`src/rtl/pinmux_pkg.sv`:
```
package pinmux_pkg;
  localparam int MAP_W    = 4;
  localparam int DATA_W   = 8;
  localparam int OUT_BASE = 0;
  localparam int IN_BASE  = 64;
  localparam int KEY_ADDR = 126;
  localparam int CTRL_ADDR = 127;
  localparam logic [DATA_W-1:0] KEY_FIRST  = 8'h55;
  localparam logic [DATA_W-1:0] KEY_SECOND = 8'hAA;

  typedef enum logic [1:0] {
    UL_IDLE  = 2'd0,
    UL_HALF  = 2'd1,
    UL_ARMED = 2'd2
  } unlock_st_e;
endpackage

```
`src/rtl/pinmux_lock.sv`:
```
module pinmux_lock
  import pinmux_pkg::*;
#(
  parameter int ADDR_W = 7
) (
  input  logic              clk,
  input  logic              rst,
  input  logic              wr,
  input  logic [ADDR_W-1:0] addr,
  input  logic [DATA_W-1:0] wdata,
  input  logic              keep,
  output logic              lock_q
);
  unlock_st_e st_q, st_d;
  logic key_wr, ctrl_wr, open_ok;

  assign key_wr  = wr && (addr == ADDR_W'(KEY_ADDR));
  assign ctrl_wr = wr && (addr == ADDR_W'(CTRL_ADDR));

  always_comb begin
    st_d = st_q;
    case (st_q)
      UL_IDLE:  if (key_wr && wdata == KEY_FIRST) st_d = UL_HALF;
      UL_HALF: begin
        if (key_wr && wdata == KEY_SECOND)     st_d = UL_ARMED;
        else if (key_wr && wdata == KEY_FIRST) st_d = UL_HALF;
        else                                   st_d = UL_IDLE;
      end
      UL_ARMED: if (wr) st_d = (key_wr && wdata == KEY_FIRST) ? UL_HALF : UL_IDLE;
      default:  st_d = UL_IDLE;
    endcase
  end

  assign open_ok = (st_q == UL_ARMED) && ctrl_wr && !wdata[0] && !keep;

  always_ff @(posedge clk) begin
    if (rst) begin
      st_q   <= UL_IDLE;
      lock_q <= 1'b1;
    end else begin
      st_q <= st_d;
      if (ctrl_wr && wdata[0]) lock_q <= 1'b1;
      else if (open_ok)        lock_q <= 1'b0;
    end
  end

  // lock can only open from the armed state
  p_open_after_keys_r8: assert property (@(posedge clk) disable iff (rst)
    $fell(lock_q) |-> $past(st_q == UL_ARMED));
  // lock never opens while keep was high
  p_keep_holds_r9: assert property (@(posedge clk) disable iff (rst)
    $fell(lock_q) |-> !$past(keep));
endmodule

```
`src/rtl/pinmux_regs.sv`:
```
module pinmux_regs
  import pinmux_pkg::*;
#(
  parameter int NPINS = 47,
  parameter int NIN   = 16,
  parameter int ADDR_W = 7,
  parameter logic [NPINS-1:0] INPUT_ONLY = '0
) (
  input  logic                         clk,
  input  logic                         rst,
  input  logic                         wr,
  input  logic [ADDR_W-1:0]            addr,
  input  logic [MAP_W-1:0]             wcode,
  input  logic                         lock_q,
  output logic [DATA_W-1:0]            rdata,
  output logic [NPINS-1:0][MAP_W-1:0]  omap,
  output logic [NIN-1:0][MAP_W-1:0]    imap
);
  logic [DATA_W-1:0] rd_d;

  // Mapping registers: every mux reads its own code in parallel, so flops
  always_ff @(posedge clk) begin
    if (rst) begin
      omap <= '0;
      imap <= '1;
    end else if (wr && !lock_q) begin
      for (int p = 0; p < NPINS; p++)
        if (addr == ADDR_W'(OUT_BASE + p) && !INPUT_ONLY[p]) omap[p] <= wcode;
      for (int i = 0; i < NIN; i++)
        if (addr == ADDR_W'(IN_BASE + i)) imap[i] <= wcode;
    end
  end

  always_comb begin
    rd_d = '0;
    for (int p = 0; p < NPINS; p++)
      if (addr == ADDR_W'(OUT_BASE + p)) rd_d = DATA_W'(omap[p]);
    for (int i = 0; i < NIN; i++)
      if (addr == ADDR_W'(IN_BASE + i)) rd_d = DATA_W'(imap[i]);
    if (addr == ADDR_W'(CTRL_ADDR)) rd_d = DATA_W'(lock_q);
  end

  always_ff @(posedge clk) begin
    if (rst) rdata <= '0;
    else     rdata <= rd_d;
  end

  // a write taken while locked changes no mapping
  p_locked_hold_r7: assert property (@(posedge clk) disable iff (rst)
    (lock_q && wr) |=> ($stable(omap) && $stable(imap)));
endmodule

```
`src/rtl/pinmux_in_route.sv`:
```
module pinmux_in_route
  import pinmux_pkg::*;
#(
  parameter int NPINS = 47,
  parameter int NGRP  = 4,
  parameter int PPG   = 12,
  parameter int IPG   = 4,
  parameter logic [NGRP*IPG-1:0] IN_IDLE = '0
) (
  input  logic [NGRP*IPG-1:0][MAP_W-1:0] imap,
  input  logic [NPINS-1:0]               pad_in,
  output logic [NGRP*IPG-1:0]            periph_in
);
  localparam int NIN = NGRP * IPG;

  for (genvar i = 0; i < NIN; i++) begin : g_in
    localparam int G = i / IPG;
    logic [PPG-1:0] match, lvl;
    for (genvar j = 0; j < PPG; j++) begin : g_cand
      if (G * PPG + j < NPINS) begin : g_real
        assign match[j] = (imap[i] == MAP_W'(j));
        assign lvl[j]   = pad_in[G * PPG + j];
      end else begin : g_absent
        assign match[j] = 1'b0;
        assign lvl[j]   = 1'b0;
      end
    end
    assign periph_in[i] = (|match) ? |(match & lvl) : IN_IDLE[i];
  end
endmodule

```
`src/rtl/pinmux_out_arb.sv`:
```
module pinmux_out_arb
  import pinmux_pkg::*;
#(
  parameter int NPINS = 47,
  parameter int NGRP  = 4,
  parameter int PPG   = 12,
  parameter int OPG   = 4,
  parameter logic [NPINS-1:0] INPUT_ONLY = '0
) (
  input  logic                         clk,
  input  logic                         rst,
  input  logic [NPINS-1:0][MAP_W-1:0]  omap,
  input  logic [NGRP*OPG-1:0]          periph_out,
  input  logic [NGRP*OPG-1:0]          periph_oe,
  input  logic [NPINS-1:0]             fixed_out,
  input  logic [NPINS-1:0]             fixed_oe,
  input  logic [NPINS-1:0]             analog_en,
  output logic [NPINS-1:0]             pad_out,
  output logic [NPINS-1:0]             pad_oe
);
  logic [NPINS-1:0] nxt_out, nxt_oe;

  for (genvar p = 0; p < NPINS; p++) begin : g_pin
    localparam int G = p / PPG;
    logic [OPG-1:0] pick, pv, pe;
    logic remap;
    for (genvar k = 0; k < OPG; k++) begin : g_fn
      assign pick[k] = (omap[p] == MAP_W'(k + 1));
      assign pv[k]   = periph_out[G * OPG + k];
      assign pe[k]   = periph_oe[G * OPG + k];
    end
    // analog > remapped > fixed digital
    assign remap      = (|pick) && !INPUT_ONLY[p];
    assign nxt_out[p] = remap ? |(pick & pv) : fixed_out[p];
    assign nxt_oe[p]  = !INPUT_ONLY[p] && !analog_en[p] &&
                        (remap ? |(pick & pe) : fixed_oe[p]);
  end

  always_ff @(posedge clk) begin
    if (rst) begin
      pad_out <= '0;
      pad_oe  <= '0;
    end else begin
      pad_out <= nxt_out;
      pad_oe  <= nxt_oe;
    end
  end

  // analog pads never drive on the following cycle
  p_analog_quiet_r5: assert property (@(posedge clk) disable iff (rst)
    ((pad_oe & $past(analog_en)) == '0));
  // receive-only pads never drive
  p_inonly_quiet_r6: assert property (@(posedge clk) disable iff (rst)
    ((pad_oe & INPUT_ONLY) == '0));
endmodule

```
`src/rtl/pinmux_xbar.sv`:
```
module pinmux_xbar
  import pinmux_pkg::*;
#(
  parameter int NPINS  = 47,
  parameter int NGRP   = 4,
  parameter int PPG    = 12,
  parameter int OPG    = 4,
  parameter int IPG    = 4,
  parameter int ADDR_W = 7,
  parameter logic [NPINS-1:0] INPUT_ONLY = 47'h3E00_0000_0000,
  parameter logic [NGRP*IPG-1:0] IN_IDLE = '0
) (
  input  logic                   clk,
  input  logic                   rst,
  input  logic                   bus_wr,
  input  logic [ADDR_W-1:0]      bus_addr,
  input  logic [DATA_W-1:0]      bus_wdata,
  output logic [DATA_W-1:0]      bus_rdata,
  input  logic                   lock_keep,
  input  logic [NPINS-1:0]       pad_in,
  input  logic [NPINS-1:0]       analog_en,
  input  logic [NPINS-1:0]       fixed_out,
  input  logic [NPINS-1:0]       fixed_oe,
  output logic [NPINS-1:0]       pad_out,
  output logic [NPINS-1:0]       pad_oe,
  input  logic [NGRP*OPG-1:0]    periph_out,
  input  logic [NGRP*OPG-1:0]    periph_oe,
  output logic [NGRP*IPG-1:0]    periph_in
);
  localparam int NIN = NGRP * IPG;

  logic                        lock_q;
  logic [NPINS-1:0][MAP_W-1:0] omap;
  logic [NIN-1:0][MAP_W-1:0]   imap;

  pinmux_lock #(.ADDR_W(ADDR_W)) u_lock (
    .clk(clk), .rst(rst), .wr(bus_wr), .addr(bus_addr),
    .wdata(bus_wdata), .keep(lock_keep), .lock_q(lock_q)
  );

  pinmux_regs #(.NPINS(NPINS), .NIN(NIN), .ADDR_W(ADDR_W),
                .INPUT_ONLY(INPUT_ONLY)) u_regs (
    .clk(clk), .rst(rst), .wr(bus_wr), .addr(bus_addr),
    .wcode(bus_wdata[MAP_W-1:0]), .lock_q(lock_q),
    .rdata(bus_rdata), .omap(omap), .imap(imap)
  );

  pinmux_in_route #(.NPINS(NPINS), .NGRP(NGRP), .PPG(PPG), .IPG(IPG),
                    .IN_IDLE(IN_IDLE)) u_in (
    .imap(imap), .pad_in(pad_in), .periph_in(periph_in)
  );

  pinmux_out_arb #(.NPINS(NPINS), .NGRP(NGRP), .PPG(PPG), .OPG(OPG),
                   .INPUT_ONLY(INPUT_ONLY)) u_out (
    .clk(clk), .rst(rst), .omap(omap), .periph_out(periph_out),
    .periph_oe(periph_oe), .fixed_out(fixed_out), .fixed_oe(fixed_oe),
    .analog_en(analog_en), .pad_out(pad_out), .pad_oe(pad_oe)
  );
endmodule

```
`config.mk`:
```
export PLATFORM = sky130hd
export DESIGN_NAME = pinmux_xbar
export DESIGN_NICKNAME = d
export VERILOG_FILES = /design/src/rtl/pinmux_pkg.sv /design/src/rtl/pinmux_lock.sv /design/src/rtl/pinmux_regs.sv /design/src/rtl/pinmux_in_route.sv /design/src/rtl/pinmux_out_arb.sv /design/src/rtl/pinmux_xbar.sv
export SDC_FILE = /design/constraint.sdc
export NUM_CORES = 1
export LEC_CHECK = 0
export ABC_AREA = 1
export BUFFER_PORTS_ARGS = -buffer_cell sky130_fd_sc_hd__buf_2
export CAP_MARGIN = 30
export CORE_ASPECT_RATIO = 1.25
export CORE_UTILIZATION = 58
export CTS_CLUSTER_DIAMETER = 100
export DETAILED_ROUTE_END_ITERATION = 7
export PLACE_DENSITY_LB_ADDON = 0.2
export SLEW_MARGIN = 20
export SYNTH_ARGS = -nofsm -noshare
export SYNTH_HDL_FRONTEND = slang
export SYNTH_HIERARCHICAL = 1
export SYNTH_SLANG_ARGS = --single-unit
```
`constraint.sdc`:
```
create_clock -name clk -period 5.1 [get_ports clk]
set_input_delay 1.53 -clock clk [delete_from_list [all_inputs] [get_ports clk]]
set_output_delay 1.53 -clock clk [all_outputs]
set_load 0.01 [all_outputs]
```
==> flow_summary_export.csv, run 1 <==
group,metric,value,unit
outcome,status,"finished, final reports clean",
cells_and_area,post-route-cell-area,25000,um^2
die,rows,78,
job,cap_violations,0,
timing,tns,0,ns
clock_tree,cts_num_sinks,328,
cells_and_area,areaGrowthSynthToFinish,15.1,%
placed_design,routabilityCongestion,0.902,
setup_path,critPathSlowestCell,"nor2_1",
grt,grtUsageTotal,33.8,%
die,dieArea,38200,um^2
clock_tree,postCtsSetupBuffers,0,
die,num_io_pins,357,
cells_and_area,finish.net_count,4236,
drt,ant_nets,0,
synthesis,netlist_area,21700,um^2
drt,drc,0,
drt,firstDrtPassIters,7,
grt,overflow,0,
drt,drtIter0Drc,1975,
clock_tree,path_clk_slew,0.06,ns
setup_path,arrival,4.97,ns
setup_path,worstPathRequired,5.52,ns
clock_tree,cts_resized,0,
cells_and_area,multi_input_area,13000,um^2
setup_path,cp_max_fo,8,
setup_path,startpoint_type,"input pin",
die,die_h,218,um
setup_path,worst_path_most_repeated_cell,"nand4_1",
timing,slew_violations,0,
timing,maxSlewHeadroom,36.9,%
timing,min_period_over_period,89.3,%
setup_path,crit_path_end_kind,"flop",
pwr,leakage,11.8,nW
synthesis,synthesis.instances,3702,
grt,grt_pass1_vias,22900,
drt,viasPerCell,5.56,
cells_and_area,seqCellArea,6570,um^2
drt,finalWirelength,66300,um
grt,grt_pass1_wl,107000,um
die,start_util,59.4,%
clock_tree,cts_made_buffers,35,
grt,antenna_found_initial,6,
die,die_x,175,um
pwr,ir_drop,0.000179,V
timing,clock.fmax,219,MHz
clock_tree,worstSkewPairLatency,0.53,ns
synthesis,syn_avg_cell_area,5.87,um^2
grt,grt_max_degree,137,
placed_design,port_buffers,337,
timing,tightestPinTransition,0.946,ns
timing,rsz0062_at_grt,"false",
pwr,power.total,5.79,mW
timing,setup_viol,0,
clock_tree,cts_buffer_depth,3,
cells_and_area,num-fill-cells,3536,
clock_tree,ctsRootBufferMaster,"clkbuf_16",
timing,clock_skew,0.0116,ns
drt,dr_total_vias,25100,
placed_design,placed_area,23800,um^2
clock_tree,cts_hold_buf,0,
setup_path,critPathKind,"input pin to flop",
synthesis,yosys_warnings,6,
cells_and_area,layout-drive-gt1-share,15.1,%
pwr,p_per_area,232,nW/um^2
placed_design,hpwl,47500,um
timing,fin_crit,4.56,ns
clock_tree,cts_tree,"done",
worst_hold_path,hp-class,"flop to flop",
timing,hold_viol_final,0,
drt,post_drt_wl_per_cell,14.7,um
setup_path,max_stage_delay,0.19,ns
clock_tree,cts_max_level,2,
die,core_area,36600,um^2
worst max-delay path, delay by kind of cell:
kind / cells / cell delay, ns
buffers and inverters: 2 / 0.22
AOI/OAI and AO/OA: 1 / 0.19
and+or+nand+nor: 32 / 3.04
registers in the layout, indices dropped and copies added (netlist names):
name / flops
u_regs/omap: 168
u_regs/imap: 64
u_out/pad_out: 47
u_out/pad_oe: 42
u_regs/rdata: 4
u_lock/st_q: 2
u_lock/lock_q: 1
through the flow:
step | utilization [%] | cells | hold WS [ns] | worst slack, ns
floorplan | - | 3709 | 0.439 | 0.949
global placement | 64.8 | 4439 | 0.480 | 0.109
detailed placement | 64.9 | 4440 | 0.483 | 0.0725
CTS | 68.3 | 4502 | 0.492 | 0.600
global route | 68.3 | 4503 | 0.515 | 0.106
finish | 68.3 | 4505 | 0.492 | 0.544
layout by cell type, fill, tap and decap left out, types with 4 or more instances in the layout:
cell type,n
dfxtp_1,328
nor3_1,5
inv_2,16
inv_1,431
nand4_1,84
clkinv_2,10
o21ai_0,206
conb_1,9
nand3_1,738
a21oi_1,185
buf_2,336
clkbuf_1,4
o211ai_1,10
buf_4,26
bufinv_16,6
nor2_1,592
nor2_4,45
nand2_1,804
nand2_2,44
clkbuf_16,37
nor2_2,70
o21ai_1,12
worst paths after layout:
check / slack [ns] / cells past startpoint / end / start
hold reg to reg: 0.49 / 1 / u_lock/st_q[0] / u_lock/st_q[0]
hold / removal: 0.49 / 1 / u_lock/st_q[0] / u_lock/st_q[0]
setup / recovery: 0.54 / 35 / u_regs/rdata[2] / bus_addr[0]
setup reg to reg: 1.62 / 34 / u_regs/rdata[1] / u_regs/omap[5]
power breakdown:
group	leakage [nW]	internal (mW)	switching, mW	total, mW
logic	8.51	0.142	0.291	0.433
clock network	0.607	1.67	1.08	2.75
registers	2.66	2.60	0.00811	2.61
total	11.8	4.41	1.38	5.79
layer usage:
layer  global-route usage [%]  share of wire [%]  up-vias
met4                     15.2                3.2        8
met5                        0              0.092        -
li1                         -                  -    12600
met2                     60.6                 50     1040
met3                     5.13                7.4      171
met1                     39.5                 40    11300
area by class of cell:
cell class                      instances  share of cell area (%)
Inverter                              448                    6.73
Clock inverter                         18                   0.996
Timing Repair Buffer                  366                    7.80
Sequential cell                       328                    26.3
Tap cell                              480                    2.40
Antenna cell                            3                  0.0300
Multi-Input combinational cell       2818                    51.8
Clock buffer                           44                    3.93
Note: power is estimated with default switching activity, not from simulation.
==> inputs of run 2 (changes only) <==
--- a/config.mk
+++ b/config.mk
@@ -13,6 +13,7 @@
 export CTS_CLUSTER_DIAMETER = 100
 export DETAILED_ROUTE_END_ITERATION = 7
 export PLACE_DENSITY_LB_ADDON = 0.2
+export RECOVER_POWER = 25
 export SLEW_MARGIN = 20
 export SYNTH_ARGS = -nofsm -noshare
 export SYNTH_HDL_FRONTEND = slang
==> flow_summary_export.csv, run 2 (synthesis gave the netlist of run 1 again) <==
group,metric,value,unit
pwr,leakage,11.5,nW
clock_tree,cts_made_buffers,35,
worst_hold_path,min-delay-start,"u_lock/st_q[0]",
worst_hold_path,hp-class,"flop to flop",
clock_tree,ctsRootBufferMaster,"clkbuf_16",
pwr,power.total,5.79,mW
placed_design,port_buffers,337,
clock_tree,cts_tree,"done",
cells_and_area,areaGrowthSynthToFinish,14.6,%
cells_and_area,final_common_cell,"nand2_1",
drt,ant_nets,0,
setup_path,critPathKind,"input pin to flop",
drt,post_drt_wl_per_cell,14.7,um
timing,tns,0,ns
drt,firstDrtPassIters,8,
job,cap_violations,1,
timing,rsz0062_at_grt,"false",
cells_and_area,largest_reg_flops,168,
clock_tree,cts_buffer_depth,3,
grt,grt_pass1_vias,22900,
clock_tree,path_clk_slew,0.06,ns
pwr,p_per_area,232,nW/um^2
cells_and_area,regMostFlops,"u_regs/omap",
clock_tree,cts_max_level,2,
timing,min_period_over_period,91.8,%
grt,grt_pass1_wl,107000,um
clock_tree,cts_hold_buf,0,
setup_path,arrival,5.07,ns
drt,drc,1,
timing,clock.fmax,214,MHz
placed_design,dp.cells,4440,
worst_hold_path,whs_path_depth,1,
die,rows,78,
cells_and_area,top_regs,"u_regs/omap: 168 flops, u_regs/imap: 64 flops, u_out/pad_out: 47 flops",
die,start_util,59.4,%
clock_tree,worstSkewPairLatency,0.53,ns
drt,drtIter0Drc,1965,
die,num_io_pins,357,
drt,dr_total_vias,25100,
die,die_h,218,um
die,dieArea,38200,um^2
clock_tree,postCtsSetupBuffers,0,
grt,grtUsageTotal,33.8,%
timing,maxSlewHeadroom,-87.6,%
pwr,ir_drop,0.000179,V
setup_path,crit_path_end_kind,"flop",
timing,hold_ws,0.493,ns
grt,grt_max_degree,137,
clock_tree,cts_num_sinks,328,
placed_design,hpwl,47500,um
setup_path,cp_max_fo,136,
timing,slew_violations,137,
timing,tightestPinTransition,2.81,ns
timing,hold_viol_final,0,
drt,finalWirelength,66400,um
outcome,status,"finished with violations",
worst_hold_path,min_to,"u_lock/st_q[0]",
timing,clock_skew,0.0133,ns
cells_and_area,layout-drive-gt1-share,13.5,%
outcome,violations,"design-rule violations, max-capacitance violations, max-slew violations",
setup_path,reg2reg_to,"u_regs/omap[7]",
timing,setup_viol,0,
placed_design,routabilityCongestion,0.902,
grt,antenna_found_initial,6,
timing,fin_crit,4.68,ns
cells_and_area,mostFrequentLayoutCells,"nand2_1 (804), nand3_1 (738), nor2_1 (592)",
setup_path,worstPathRequired,5.49,ns
cells_and_area,finish.net_count,4236,
cells_and_area,final_cells,4505,
die,die_x,175,um
setup_path,reg2reg_from,"u_lock/lock_q",
setup_path,startpoint_type,"input pin",
setup_path,ff2ff_setup_slack,1.36,ns
grt,overflow,0,
drt,viasPerCell,5.57,
clock_tree,cts_resized,0,
setup_path,reg2reg_depth,5,
die,core_area,36600,um^2
==> run 2: layout make-up <==
type | instances | area, um^2
Fill cell | 3568 | 11700
Clock buffer | 44 | 982
Timing Repair Buffer | 366 | 1850
Tap cell | 480 | 601
Sequential cell | 328 | 6570
Multi-Input combinational cell | 2818 | 13000
Inverter | 448 | 1680
Antenna cell | 3 | 7.51
Clock inverter | 18 | 249
==> run 2: how the worst max path moves through the flow <==
stage | start | endpoint | slack [ns] | cells past startpoint
final | bus_wr | u_regs/omap[7] | 0.42 | 7
after global routing | bus_addr[0] | u_regs/rdata[1] | 0.11 | 37
after CTS | bus_addr[0] | u_regs/rdata[3] | 0.60 | 35
after detailed placement | bus_addr[0] | u_regs/rdata[2] | 0.07 | 35
after global placement | bus_addr[0] | u_regs/rdata[3] | 0.11 | 35
after floorplan | bus_addr[6] | u_regs/rdata[0] | 0.95 | 39
==> run 2: worst max-delay path, stage by stage <==
cell and delay (ns):
clkbuf_1 0.22, inv_1 0.11, nor2_4 0.09, clkbuf_2 1.97, nand3_1 0.67, o21ai_0 0.33, a21oi_1 0.06
==> run 2: report_power, final <==
part | internal [mW] | total, mW | switching, mW
registers | 2.60 | 2.61 | 0.00891
logic | 0.135 | 0.427 | 0.291
clock network | 1.67 | 2.75 | 1.08
==> run 2: metrics by stage <==
| stage | util (%) | instance area, um^2 | setup slack [ns] |
|---|---|---|---|
| 2_1_floorplan | - | 21700 | 0.949 |
| 3_3_place_gp | 64.8 | 23700 | 0.109 |
| 3_5_place_dp | 64.9 | 23800 | 0.0725 |
| 4_1_cts | 68.3 | 25000 | 0.600 |
| 5_1_grt | 68.0 | 24900 | 0.106 |
| 6_report | 68.0 | 24900 | 0.418 |
==> run 2: per-layer routing <==
metal	vias to the layer above	routed length [um]	global-route usage (%)	part of all wire, %
met2	1043	33100	60.6	50
met3	166	4960	5.13	7.5
met4	8	2050	15.2	3.1
met5	-	61	0	0.092
li1	12600	-	-	-
met1	11300	26200	39.5	39
